## src/rtl/sic_pkg.sv

```systemverilog
package sic_pkg;

    localparam int HALF_W = 16;
    localparam int WORD_W = 2 * HALF_W;

    // Order of the two sources produced by one watched line.
    typedef enum logic {
        EDGE_RISE = 1'b0,
        EDGE_FALL = 1'b1
    } edge_kind_e;

    typedef struct packed {
        logic [HALF_W-1:0] pend;
        logic [HALF_W-1:0] en;
    } sic_word_t;

    // Mask of implemented source bits within one half of the word.
    function automatic logic [HALF_W-1:0] win_mask(input int base, input int count);
        logic [HALF_W-1:0] m;
        m = '0;
        for (int i = 0; i < HALF_W; i++) begin
            if (i >= base && i < base + count) m[i] = 1'b1;
        end
        return m;
    endfunction

    function automatic int src_index(input int base, input int line, input edge_kind_e kind);
        return base + 2 * line + int'(kind);
    endfunction

endpackage

```

## src/rtl/sic_edge_detect.sv

```systemverilog
module sic_edge_detect #(
    parameter int NUM_LINES = 3
) (
    input  logic                 clk,
    input  logic                 rst,
    input  logic [NUM_LINES-1:0] line_i,
    output logic [NUM_LINES-1:0] rise_o,
    output logic [NUM_LINES-1:0] fall_o
);

    logic [NUM_LINES-1:0] meta_q;
    logic [NUM_LINES-1:0] sync_q;
    logic [NUM_LINES-1:0] last_q;

    always_ff @(posedge clk) begin
        if (rst) begin
            meta_q <= '0;
            sync_q <= '0;
            last_q <= '0;
        end else begin
            meta_q <= line_i;
            sync_q <= meta_q;
            last_q <= sync_q;
        end
    end

    for (genvar k = 0; k < NUM_LINES; k++) begin : g_line
        assign rise_o[k] = sync_q[k] & ~last_q[k];
        assign fall_o[k] = ~sync_q[k] & last_q[k];

        // a rising pulse is always followed by a stable-high delayed copy
        p_rise_then_high_r4: assert property (@(posedge clk) disable iff (rst)
            rise_o[k] |=> last_q[k]);
        p_fall_then_low_r4: assert property (@(posedge clk) disable iff (rst)
            fall_o[k] |=> !last_q[k]);
    end

endmodule

```

## src/rtl/sic_src_bits.sv

```systemverilog
module sic_src_bits
    import sic_pkg::*;
#(
    parameter logic [HALF_W-1:0] MASK = 16'h003F
) (
    input  logic              clk,
    input  logic              rst,
    input  logic [HALF_W-1:0] set_vec_i,
    input  logic              wr_en_i,
    input  sic_word_t         wr_word_i,
    output sic_word_t         word_o
);

    sic_word_t word_q;
    sic_word_t word_d;

    always_comb begin
        word_d = word_q;
        if (wr_en_i) begin
            word_d.en   = wr_word_i.en & MASK;
            word_d.pend = word_q.pend & ~(wr_word_i.pend & MASK);
        end
        // New edges are applied last so they win over a same-cycle clear.
        word_d.pend = word_d.pend | (set_vec_i & MASK);
    end

    always_ff @(posedge clk) begin
        if (rst) word_q <= '0;
        else     word_q <= word_d;
    end

    assign word_o = word_q;

    // every detected edge leaves its pending bit set
    p_edge_sets_r8: assert property (@(posedge clk) disable iff (rst)
        1'b1 |=> (($past(set_vec_i) & MASK & ~word_q.pend) == '0));
    // without a write no pending bit drops
    p_hold_no_write_r6: assert property (@(posedge clk) disable iff (rst)
        !wr_en_i |=> (($past(word_q.pend) & ~word_q.pend) == '0));
    // zeros in the clear mask keep their pending bits
    p_zero_keeps_r6: assert property (@(posedge clk) disable iff (rst)
        wr_en_i |=> (($past(word_q.pend) & ~$past(wr_word_i.pend) & ~word_q.pend) == '0));
    // enables outside the window never become set
    p_window_r2: assert property (@(posedge clk) disable iff (rst)
        wr_en_i |=> ((word_q.en & ~MASK) == '0));

endmodule

```

## src/rtl/sic_irq_gen.sv

```systemverilog
module sic_irq_gen
    import sic_pkg::*;
(
    input  logic      clk,
    input  logic      rst,
    input  sic_word_t word_i,
    output logic      irq_o
);

    logic irq_q;

    always_ff @(posedge clk) begin
        if (rst) irq_q <= 1'b0;
        else     irq_q <= |(word_i.pend & word_i.en);
    end

    assign irq_o = irq_q;

    // an enabled pending source raises the line one cycle later
    p_irq_raise_r7: assert property (@(posedge clk) disable iff (rst)
        (|(word_i.pend & word_i.en)) |=> irq_o);
    // no enabled pending source drops the line one cycle later
    p_irq_drop_r7: assert property (@(posedge clk) disable iff (rst)
        !(|(word_i.pend & word_i.en)) |=> !irq_o);

endmodule

```

## src/rtl/sic_edge_irq.sv

```systemverilog
module sic_edge_irq
    import sic_pkg::*;
#(
    parameter int NUM_LINES = 3,
    parameter int SRC_BASE  = 0
) (
    input  logic                 clk,
    input  logic                 rst,
    input  logic [NUM_LINES-1:0] line_i,
    input  logic                 wr_en_i,
    input  logic [WORD_W-1:0]    wr_data_i,
    output logic [WORD_W-1:0]    rd_data_o,
    output logic                 irq_o
);

    localparam int                SRC_COUNT = 2 * NUM_LINES;
    localparam logic [HALF_W-1:0] SRC_MASK  = win_mask(SRC_BASE, SRC_COUNT);

    logic [NUM_LINES-1:0] rise;
    logic [NUM_LINES-1:0] fall;
    logic [HALF_W-1:0]    set_vec;
    sic_word_t            wr_word;
    sic_word_t            cur_word;

    sic_edge_detect #(
        .NUM_LINES(NUM_LINES)
    ) u_edges (
        .clk    (clk),
        .rst    (rst),
        .line_i (line_i),
        .rise_o (rise),
        .fall_o (fall)
    );

    always_comb begin
        set_vec = '0;
        for (int k = 0; k < NUM_LINES; k++) begin
            set_vec[src_index(SRC_BASE, k, EDGE_RISE)] = rise[k];
            set_vec[src_index(SRC_BASE, k, EDGE_FALL)] = fall[k];
        end
    end

    assign wr_word = wr_data_i;

    sic_src_bits #(
        .MASK(SRC_MASK)
    ) u_bits (
        .clk       (clk),
        .rst       (rst),
        .set_vec_i (set_vec),
        .wr_en_i   (wr_en_i),
        .wr_word_i (wr_word),
        .word_o    (cur_word)
    );

    sic_irq_gen u_irq (
        .clk    (clk),
        .rst    (rst),
        .word_i (cur_word),
        .irq_o  (irq_o)
    );

    assign rd_data_o = cur_word;

    // nothing outside the window is ever visible in either half
    p_unused_zero_r3: assert property (@(posedge clk) disable iff (rst)
        (rd_data_o & ~{SRC_MASK, SRC_MASK}) == '0);

endmodule

```

## config.mk

```make
export PLATFORM = sky130hd
export DESIGN_NAME = sic_edge_irq
export DESIGN_NICKNAME = d
export VERILOG_FILES = /design/src/rtl/sic_pkg.sv /design/src/rtl/sic_edge_detect.sv /design/src/rtl/sic_src_bits.sv /design/src/rtl/sic_irq_gen.sv /design/src/rtl/sic_edge_irq.sv
export SDC_FILE = /design/constraint.sdc
export NUM_CORES = 1
export LEC_CHECK = 0
export BUFFER_PORTS_ARGS = -buffer_cell sky130_fd_sc_hd__buf_2
export CAP_MARGIN = 10
export CORE_MARGIN = 10
export CORE_UTILIZATION = 41
export CTS_CLUSTER_DIAMETER = 60
export CTS_CLUSTER_SIZE = 16
export DETAILED_ROUTE_END_ITERATION = 7
export GPL_TIMING_DRIVEN = 0
export MAX_ROUTING_LAYER = met4
export PLACE_DENSITY = 0.8
export RECOVER_POWER = 50
export SYNTH_ARGS = -nofsm -noshare
export SYNTH_HDL_FRONTEND = slang
export SYNTH_SLANG_ARGS = --single-unit
```

## constraint.sdc

```tcl
create_clock -name clk -period 1.9 [get_ports clk]
set_input_delay 0.19 -clock clk [delete_from_list [all_inputs] [get_ports clk]]
set_output_delay 0.19 -clock clk [all_outputs]
set_load 0.02 [all_outputs]
```

* Word-level counts from Yosys, hierarchy flattened
Index checks and enable logic that the tools add are counted.
** Word-level totals
- Logic and storage cells :: 24
- Register bits after elaboration :: 32
- Input bits :: 38
** Operators by class
- Mux-type cells :: 1
- Reduce and logical (&&, ||, !) cells :: 1
- Bitwise operators :: 16
** Operator list (number)
- two-way mux 32 bit :: 1
- AND 16 bit :: 1
- AND 16 x 6 -> 16 bit :: 1
- NOT 6 -> 16 bit :: 1
- OR 16 x 6 -> 16 bit :: 1
- OR reduction 16 bit :: 1
- AND 1 bit :: 6
- NOT 1 bit :: 6

* Longest topological paths before layout
- Depth after elaboration :: 4
- Depth in mapped cells :: 3
- Mapped depth without buffers :: 2

* By module
From an unflattened synthesis, not the netlist that was laid out.
** Second synthesis, totals
- Cell total of the unflattened synthesis :: 101
- Area total of the unflattened synthesis :: 974.7 sq um
** Modules (own cells, without submodules)
- sic_src_bits :: times used 1, cells an instance 65, sequential area each 240.2 sq um, area each 590.6 sq um
- sic_edge_detect :: times used 1, cells an instance 24, sequential area each 180.2 sq um, area each 274.0 sq um
- sic_irq_gen :: times used 1, cells an instance 11, sequential area each 20.0 sq um, area each 106.4 sq um
- sic_edge_irq :: times used 1, cells an instance 1, sequential area each 0.0 sq um, area each 3.8 sq um

* Worst setup path before layout
Ideal clock, no wire load.
- Kind :: register -> register
- Start point :: reg u_bits.word_q, in the netlist u_bits.word_o[16]
- End point :: reg u_bits.word_q, in the netlist u_bits.word_o[16]
- Arrival time :: 781 ps
- Stages on the path, launching flop included :: 3
- Buffers on the path :: 0
- Slack :: 1049 ps
- Setup time :: 70 ps
- Required time :: 1830 ps
- Clock period less this slack :: 851 ps
- Cell sequence :: dfxtp_1 -> a21bo_2 -> a21oi_1
** Between the ends
- Cells in the longest elaborated chain, start to end :: 3
** RTL lines
- start, declared :: line sic_src_bits.sv:14 : sic_word_t word_q;
- start signal, assigned :: line sic_src_bits.sv:29 : else word_q <= word_d;
- AND 16 bit :: line sic_src_bits.sv:21 : word_d.pend = word_q.pend & ~(wr_word_i.pend & MASK);
- two-way mux 32 bit * :: line sic_src_bits.sv:19 : if (wr_en_i) begin
- OR 16 x 6 -> 16 bit * :: line sic_src_bits.sv:24 : word_d.pend = word_d.pend | (set_vec_i & MASK);
Mark *: on every way between the ends. The rest lies on a longest branch, timed or not.
A chain may end at the register's enable or synchronous reset.

* Worst setup path after layout
- Start point :: reg u_bits.word_q, in the netlist u_bits.word_o[5]
- End point :: out rd_data_o[5]
** RTL lines
- end, declared :: line sic_edge_irq.sv:12 : output logic [WORD_W-1:0] rd_data_o,
No word-level cell between the ends.

==> out/qor.txt <==
Status - complete, no violations
Layout Skew - 10.0 ps
ANT cells - 0
Post-synth ARST share - 0%
Part of the cycle the worst path needs - 56.0%
Final setup vio count - 0
Mux share of post-synthesis cell area - 6.49%
Max-slew violations - 0
Vias/cell - 4.04
Cells along the critical path - buf_2
Yosys cell types - 16
Critical path origin - u_bits.word_o[5]
Setup_tns - 0 ps
Critical path capture point - rd_data_o[5]
Largest net degree at the start of global routing - 14
Post-synthesis simple-gate area fraction - 12.6%
GP Congestion - 0.733
Top cell type's share of synthesized area - 47.6%
Tot Pwr - 1.01 mW
Post-synth EDFFs - 0
P_leak - 0.632 nW
Stages on the worst setup path - 1
Post-CTS setup buffers - 0
Post-Syn Instances - 89
Top area cells in the synthesized netlist - dfxtp_1, buf_4, mux2i_1
Top cells by count, synth - dfxtp_1, buf_4, nor2b_1
Worst R2R End - u_bits.word_o[16]
Maximum vdd drop - 0.000549 V
Layout Utilization - 56.3%
Number of global-route vias before repair - 674
Syn. warnings - 0
Reg2reg path depth - 2
CORE AREA - 2190 um^2
Largest family of logic cells by synthesized area - buffers and inverters
CP max stage cell - dfxtp_1
Min cycle time layout - 1060 ps
Dpl ws - 1030 ps
Skew-Pair Late Insertion Delay - 300 ps
Clock sinks - 22
Top delay family on crit path - flip-flops
Cell taking the most area after synthesis - dfxtp_1
Global-route wire length before repair - 3090 um
FMAX - 0.941 GHz
Critical R2R Launch - u_bits.word_o[16]
Die height - 67.5 um
Synthesized area per cell - 10.4 um^2
Layout fillers - 205
CTS resizes - 0
GRT overflow - 0
Antenna viol nets, final - 0
Setup ws final - 837 ps
Worst setup SP type - flip-flop
Die X - 67.5 um
Top_reg_cell synth - dfxtp_1
Layout area overhead - 33.1%
Setup CP Type - reg2out
Seq cells post-synth - 22
Power per Cell Area - 817 nW/um^2
Critical Path RT - 1710 ps
Adder-cell share of the synthesized area - 0%
CP Max Fanout - 3
Final WL - 2030 um
Drt first-iter violations - 8
Slowest stage delay, CP - 380 ps
TritonCTS clock tree - yes
Post-Synthesis Cell Area - 926 um^2
Clock Path Buffers - 2
R2R setup slack - 1110 ps
Final Hold Violating Endpoints - 0
Final #Nets - 181
Rows - 17
DRT Pass-1 Iters - 2
Final cell count without fillers - 170
Compound-Gate Fraction of Synth Area - 14.5%
CP arrival - 870 ps
WP buf/inv - 1
Most frequent cell after synthesis - dfxtp_1
Port bufs - 30
RSZ-0062 raised after global routing - false
CTS buffer count - 3
Tot GR Track Use - 9.00%
Initial Utilization - 42.3%
Layout cells sized above 1 - 43.0%
Worst hold path type - in2reg
Initial antenna violation count - 0
Final HPWL DP - 1730 um
CTS H-tree lvls - 1
Post-synthesis xor/xnor area fraction - 0%
Root Driver - clkbuf_4
Max capacitance violation total - 0
WL/cell - 11.9 um
Number of remaining DRC errors - 0
Reg clk slew, reported paths - 130 ps
Placed Instances - 166
Post-synthesis sequential area ratio - 47.6%
Full die area - 4560 um^2
Post-CTS Hold Buffers - 0
Crit end category - output port
Via count - 687
IO Count - 71
[per-layer routing]
metal | global-route usage, % | vias up | routed length [um]
li1 | - | 358 | -
met4 | 3.08 | 0 | 23
met3 | 4.13 | 4 | 261
met5 | - | - | 0
met1 | 8.94 | 295 | 750
met2 | 15.3 | 30 | 994
[cell families (layout without fill, tap and decap cells)]
group / after synthesis / after routing
other cells: 1 / 20
buf+inv: 23 / 57
simple gates: 21 / 21
compound gates: 16 / 16
mux: 6 / 6
flops: 22 / 22
[power breakdown]
part	switching (mW)	internal (mW)	leakage, nW	total (mW)
Combinational	0.0905	0.0711	0.423	0.162
Clock	0.139	0.213	0.0279	0.352
Sequential	0.0116	0.482	0.181	0.493
Total	0.241	0.766	0.632	1.01
[placed cells by master, fill, tap and decap left out, drive strengths merged]
cell type | Yosys | routed
buf | 22 | 51
dfxtp | 22 | 22
conb | 1 | 20
nor2b | 9 | 9
nand2b | 6 | 6
mux2i | 6 | 6
nor2 | 6 | 6
a21bo | 6 | 6
a21oi | 6 | 6
clkbuf | 1 | 5
a22oi | 3 | 3
a31oi | 1 | 1
bufinv | 0 | 1
[how the worst min path moves through the flow]
stage                          from                 to  slack (ps)  cells past startpoint
after CTS                       rst  u_edges.meta_q[2]          60                      2
after detailed placement        rst  u_edges.meta_q[2]         400                      2
after global routing      line_i[2]  u_edges.meta_q[2]          90                      2
after global placement          rst  u_edges.last_q[2]         390                      2
after floorplan                 rst  u_edges.last_q[2]         260                      1
final                     line_i[2]  u_edges.meta_q[2]          80                      2
[state kept, by name, summed over array words and instances (netlist names)]
signal / cells
u_irq.irq_o: 1
u_edges.sync_q: 3
u_edges.meta_q: 3
u_bits.word_o: 12
u_edges.last_q: 3
[final cells by class]
class | instances | area [um^2] | share of cell area [%]
clock inverter | 1 | 30.0 | 2.44
tap | 28 | 35.0 | 2.84
sequential | 22 | 440 | 35.7
buffer | 23 | 170 | 13.8
clock buffer | 3 | 22.5 | 1.83
multi-input combinational | 63 | 385 | 31.3
timing repair buffer | 30 | 149 | 12.1
[metrics by stage]
stage          hold WS [ps]  instance area, um^2
6_report               81.8                 1230
3_5_place_dp            402                 1180
4_1_cts                60.7                 1230
5_1_grt                88.1                 1230
2_1_floorplan           262                  997
3_3_place_gp            391                 1180
Note: power is estimated with default switching activity, not from simulation.
